`config.mk`:
```
export PLATFORM = sky130hd
export DESIGN_NAME = nbf_top
export DESIGN_NICKNAME = d
export VERILOG_FILES = /design/src/rtl/nbf_pkg.sv /design/src/rtl/nbf_mem.sv /design/src/rtl/nbf_ctrl.sv /design/src/rtl/nbf_top.sv
export SDC_FILE = /design/constraint.sdc
export NUM_CORES = 1
export LEC_CHECK = 0
export ABC_AREA = 1
export BUFFER_PORTS_ARGS = -buffer_cell sky130_fd_sc_hd__buf_2
export CAP_MARGIN = 0
export CORE_ASPECT_RATIO = 2
export CORE_MARGIN = 2
export CORE_UTILIZATION = 60
export CTS_BUF_LIST = sky130_fd_sc_hd__clkbuf_16
export CTS_CLUSTER_SIZE = 14
export DETAILED_ROUTE_END_ITERATION = 6
export PLACE_DENSITY = 0.82
export SKIP_LAST_GASP = 1
export SLEW_MARGIN = 25
export SYNTH_ARGS = -nofsm -noshare
export SYNTH_HDL_FRONTEND = slang
export SYNTH_SLANG_ARGS = --single-unit
```
`constraint.sdc`:
```
create_clock -name clk -period 2.8 [get_ports clk]
set_clock_uncertainty 0.1 [all_clocks]
set_input_delay 0.56 -clock clk [delete_from_list [all_inputs] [get_ports clk]]
set_output_delay 0.56 -clock clk [all_outputs]
set_load 0.02 [all_outputs]
```
`src/rtl/nbf_pkg.sv`:
```
package nbf_pkg;
  typedef struct packed {
    logic ovf;
    logic udf;
    logic busy;
  } nbf_sticky_t;
endpackage

```
`src/rtl/nbf_mem.sv`:
```
module nbf_mem #(
  parameter int DEPTH = 8,
  parameter int WIDTH = 9,
  localparam int AW = $clog2(DEPTH)
) (
  input  logic             clk,
  input  logic             rst,
  input  logic             we,
  input  logic [AW-1:0]    wa,
  input  logic [WIDTH-1:0] wd,
  input  logic             re,
  input  logic [AW-1:0]    ra,
  output logic [WIDTH-1:0] q
);
  logic [WIDTH-1:0] store [DEPTH];

  always_ff @(posedge clk) begin
    if (we) store[wa] <= wd;
  end

  always_ff @(posedge clk) begin
    if (rst)     q <= '0;
    else if (re) q <= store[ra];
  end
endmodule

```
`src/rtl/nbf_ctrl.sv`:
```
module nbf_ctrl
  import nbf_pkg::*;
#(
  parameter int DEPTH = 8,
  localparam int AW = $clog2(DEPTH),
  localparam int CW = AW + 1
) (
  input  logic          clk,
  input  logic          rst,
  input  logic          soft_rst,
  input  logic          push,
  input  logic          pop,
  output logic          wr_en,
  output logic          rd_en,
  output logic [AW-1:0] wr_addr,
  output logic [AW-1:0] rd_addr,
  output logic          rd_zero,
  output logic [CW-1:0] count,
  output nbf_sticky_t   sticky
);
  localparam logic [CW-1:0] FULL_CNT = CW'(DEPTH);
  localparam logic [AW-1:0] LAST     = AW'(DEPTH - 1);

  logic pop_ok, push_ok;

  always_comb begin
    pop_ok  = pop && (count != '0);
    push_ok = push && ((count != FULL_CNT) || pop_ok);
    wr_en   = push_ok && !soft_rst;
    rd_en   = pop_ok && !soft_rst;
  end

  always_ff @(posedge clk) begin
    if (rst) begin
      wr_addr <= '0;
      rd_addr <= '0;
      count   <= '0;
      rd_zero <= 1'b1;
      sticky  <= '0;
    end else if (soft_rst) begin
      wr_addr     <= '0;
      rd_addr     <= '0;
      count       <= '0;
      sticky.ovf  <= 1'b0;
      sticky.udf  <= 1'b0;
      sticky.busy <= (count != '0);
    end else begin
      if (push_ok) wr_addr <= (wr_addr == LAST) ? '0 : wr_addr + 1'b1;
      if (pop_ok)  rd_addr <= (rd_addr == LAST) ? '0 : rd_addr + 1'b1;
      count <= count + CW'(push_ok) - CW'(pop_ok);
      if (push && !push_ok) sticky.ovf <= 1'b1;
      if (pop && !pop_ok)   sticky.udf <= 1'b1;
      if (pop)              rd_zero    <= !pop_ok;
    end
  end

  assert_no_overflow_R5: assert property (@(posedge clk) disable iff (rst)
    count <= FULL_CNT);
  assert_drop_on_full_R5: assert property (@(posedge clk) disable iff (rst)
    (count == FULL_CNT && push && !pop && !soft_rst) |=> (count == FULL_CNT && sticky.ovf));
  assert_empty_pop_R6: assert property (@(posedge clk) disable iff (rst)
    (count == '0 && pop && !push && !soft_rst) |=> (count == '0 && sticky.udf));
  assert_balance_R7: assert property (@(posedge clk) disable iff (rst)
    (count != '0 && push && pop && !soft_rst) |=> $stable(count));
  assert_soft_empty_R8: assert property (@(posedge clk) disable iff (rst)
    soft_rst |=> (count == '0 && !sticky.ovf && !sticky.udf));
  assert_busy_set_R9: assert property (@(posedge clk) disable iff (rst)
    (soft_rst && count != '0) |=> sticky.busy);
endmodule

```
`src/rtl/nbf_top.sv`:
```
module nbf_top
  import nbf_pkg::*;
#(
  parameter int DEPTH = 8,
  parameter int WIDTH = 9,
  localparam int AW = $clog2(DEPTH),
  localparam int CW = AW + 1
) (
  input  logic             clk,
  input  logic             rst,
  input  logic             soft_rst,
  input  logic             push,
  input  logic             byte_mode,
  input  logic [WIDTH-1:0] wr_data,
  input  logic             pop,
  output logic [WIDTH-1:0] rd_data,
  output logic [AW-1:0]    level,
  output logic             full,
  output logic             half_full,
  output logic             overflow,
  output logic             underflow,
  output logic             busy_err
);
  logic             wr_en, rd_en, rd_zero;
  logic [AW-1:0]    wr_addr, rd_addr;
  logic [CW-1:0]    count;
  logic [WIDTH-1:0] word_in, mem_q;
  nbf_sticky_t      sticky;

  always_comb word_in = byte_mode ? {wr_data[WIDTH-2:0], 1'b1} : wr_data;

  nbf_ctrl #(.DEPTH(DEPTH)) u_ctrl (
    .clk(clk), .rst(rst), .soft_rst(soft_rst), .push(push), .pop(pop),
    .wr_en(wr_en), .rd_en(rd_en), .wr_addr(wr_addr), .rd_addr(rd_addr),
    .rd_zero(rd_zero), .count(count), .sticky(sticky)
  );

  nbf_mem #(.DEPTH(DEPTH), .WIDTH(WIDTH)) u_mem (
    .clk(clk), .rst(rst), .we(wr_en), .wa(wr_addr), .wd(word_in),
    .re(rd_en), .ra(rd_addr), .q(mem_q)
  );

  always_comb begin
    rd_data   = rd_zero ? '0 : mem_q;
    level     = count[AW-1:0];
    full      = (count == CW'(DEPTH));
    half_full = (count >= CW'(DEPTH / 2));
    overflow  = sticky.ovf;
    underflow = sticky.udf;
    busy_err  = sticky.busy;
  end

  assert_full_reads_zero_R3: assert property (@(posedge clk) disable iff (rst)
    full |-> (level == '0 && half_full));
  assert_zero_on_empty_pop_R6: assert property (@(posedge clk) disable iff (rst)
    (pop && !soft_rst && count == '0) |=> (rd_data == '0));
  assert_hold_rd_R11: assert property (@(posedge clk) disable iff (rst)
    !pop |=> $stable(rd_data));
endmodule

```
==> metrics.txt <==
Post-synth top flop edfxtp_1; Syn-to-layout area delta 12.61%; cts repair resizes 0; NumNets Final 533; Distinct cells, synth 33; largest net degree at the start of global routing 38; Switching Share 0.3185; n_diodes 0; Clock Path Buffers 2; Synth area leaders edfxtp_1 (49%), nand2_1 (11%), dfxtp_1 (10%); # rows 44; Max-Cap Viols 0; final RePlAce weighted congestion 0.8096; reg2reg end u_ctrl.count[2]; sequential area share after synthesis 0.5968; Post-Syn Nets 492; met2 GRT Util 0.4516; DR WL/cell 15.20 um; hold_sp u_ctrl.sticky[2]; status finished, final reports clean; register bit total from synthesis 95; Hold Path Class reg -> reg; H-tree depth 3; leading cell types in the layout, fill and taps excluded nand2_1 (123), inv_1 (84), edfxtp_1 (72), nand3_1 (53); IR drop worst, VDD 0.0005551 V; # port buffers 31; Fin. Hold Viols 0; Cells after Synth 466; Comb power frac 0.266; Async SR Flop Fraction 0; Max-slew headroom 0.4424; number of global-route vias before repair 3,085; Clock transition at path regs 0.06 ns; TNS Setup 0 ns; Max Fclk 427.8 MHz; Reg2Reg Depth 12; global-route usage over all layers 0.2506; area of the die 0.008066 mm^2; Fillers 527; synthesized cell area 0.004394 mm^2; part of the power in registers 0.432; CP Launch Type register; Die W 64.52 um; layer with the highest usage met2; Initial DRT Pass Iterations 5; Skew-Pair Late Insertion Delay 0.34 ns; hold_buf cts 0; first-pass GRT wire length 14,750 um; drt via density 5.174; design internal power 2.656 mW; Slew @ Worst Pin 0.8277 ns; WS Path Type reg -> reg; Lkg Pwr 2.200 nW; CTS buffer count 9; CP Capture Type register; required time of the critical path 2.93 ns; Reg area 0.002623 mm^2; DRT iter0 DRCs 183; hpwl dp 6016 um; YS warnings 0; Yosys top cell area share 0.4920; Root Driver clkbuf_16; routed vias 3,125; Routed WL 9181 um; worst r2r src u_ctrl.count[2]; Synth Area per Inst 9.430 um^2; ANT nets after route 0; M1 GR Usage 0.2711; met3 Use GR 0.04676; most common cell after layout, fill and taps aside nand2_1; initial antenna violation count 0; area of the multi-input gates 0.001292 mm^2; worst-path fanout max 10; PD cells 787.6 mW/mm^2; RSZ-0062 raised after global routing false; Pwr Total 3.898 mW; layout cells sized above 1 0.1582; number of synthesized flops with an enable pin 72; Final period util 0.8348; grt total ovfl 0; Synth area leader edfxtp_1; Switch Pwr 1.241 mW; die height 125.0 um; I/O pins 32; final slew viol count 0; core box area 0.007157 mm^2; drc violations 0; Clk network pwr share 0.303; hold_ws 0.3492 ns; crit path DAT 2.46 ns; Sink Count 95; # setup viols final 0; min cycle time layout 2.338 ns; setup bufs post-CTS 0; Worst Hold End u_ctrl.sticky[2]; TritonCTS clock tree yes; hold depth 2; Reg2Reg Setup Slack 0.46 ns; Starting Density 0.6140
cell families after synthesis:
logic type / after synthesis / share of synthesized area
compound gates: 29 / 0.03645
xor+xnor: 1 / 0.001994
fa+ha+maj: 11 / 0.03303
buf+inv: 110 / 0.1091
flops: 95 / 0.5968
simple gates: 220 / 0.2227
worst max-delay path by stage:
stage	from	to	slack, ns	cells after the start
final	u_ctrl.count[2]	u_ctrl.count[2]	0.46	12
after global routing	u_ctrl.count[2]	u_ctrl.count[2]	0.28	12
after CTS	u_ctrl.count[2]	u_ctrl.count[2]	0.45	12
after detailed placement	u_ctrl.count[2]	u_ctrl.count[2]	0.54	12
after global placement	u_ctrl.count[2]	u_ctrl.count[2]	0.62	12
after floorplan	u_ctrl.count[2]	u_ctrl.count[2]	0.70	12
registers in the layout, summed over array words and instances, names as in the netlist:
| signal | flops |
|---|---|
| u_mem.q | 9 |
| u_ctrl.count | 4 |
| u_ctrl.rd_zero | 1 |
| u_mem.store | 72 |
| u_ctrl.sticky | 3 |
| u_ctrl.rd_addr | 3 |
| u_ctrl.wr_addr | 3 |
worst max-delay path: stages, from the launching register on:
cell,delay [ns]
dfxtp_1,0.31
inv_1,0.09
ha_1,0.24
nand3_4,0.11
nand2_4,0.15
inv_1,0.07
ha_1,0.27
inv_1,0.06
ha_1,0.14
inv_1,0.06
fa_1,0.39
xor2_1,0.16
nor2_1,0.06
power by group through the flow:
stage / Sequential [mW] / Clock (mW) / Combinational (mW)
floorplan: 1.70 / 0 / 0.816
finish: 1.68 / 1.18 / 1.04
global placement: 1.71 / 0 / 0.998
global route: 1.69 / 1.26 / 1.17
CTS: 1.68 / 1.20 / 1.05
detailed placement: 1.71 / 0 / 1.03
final cells by class:
class | instances | share of cell area
multi-input combinational | 261 | 0.2612
tap | 92 | 0.02326
clock buffer | 9 | 0.04551
sequential | 95 | 0.5300
clock inverter | 7 | 0.01290
inverter | 92 | 0.07004
timing repair buffer | 48 | 0.05714
per-layer routing:
layer	vias to the layer above	wire length (um)
li1	1555	-
met1	1456	3429
met2	91	4938
met3	23	465
met4	0	346
met5	-	0
cell usage after synthesis, types with 2 or more instances:
library cell and count:
a21oi_1 12, a21oi_2 2, buf_2 5, buf_4 7, buf_6 2, clkbuf_1 2
clkinv_1 2, dfxtp_1 23, edfxtp_1 72, ha_1 10, inv_1 84, inv_2 5
nand2_1 123, nand2_2 3, nand2_4 2, nand3_1 53, nand3_2 2, nor2_1 31
o21ai_0 12
metrics by stage:
stage	cells	utilization	worst slack, ns	instance area (um^2)
after global placement	588	0.6510	0.6222	4659
final	604	0.6914	0.4625	4949
after global routing	604	0.6914	0.2771	4949
after detailed placement	588	0.6510	0.5378	4659
after CTS	604	0.6914	0.4543	4949
after floorplan	466	-	0.7003	4394
Note: power is estimated with default switching activity, not from simulation.
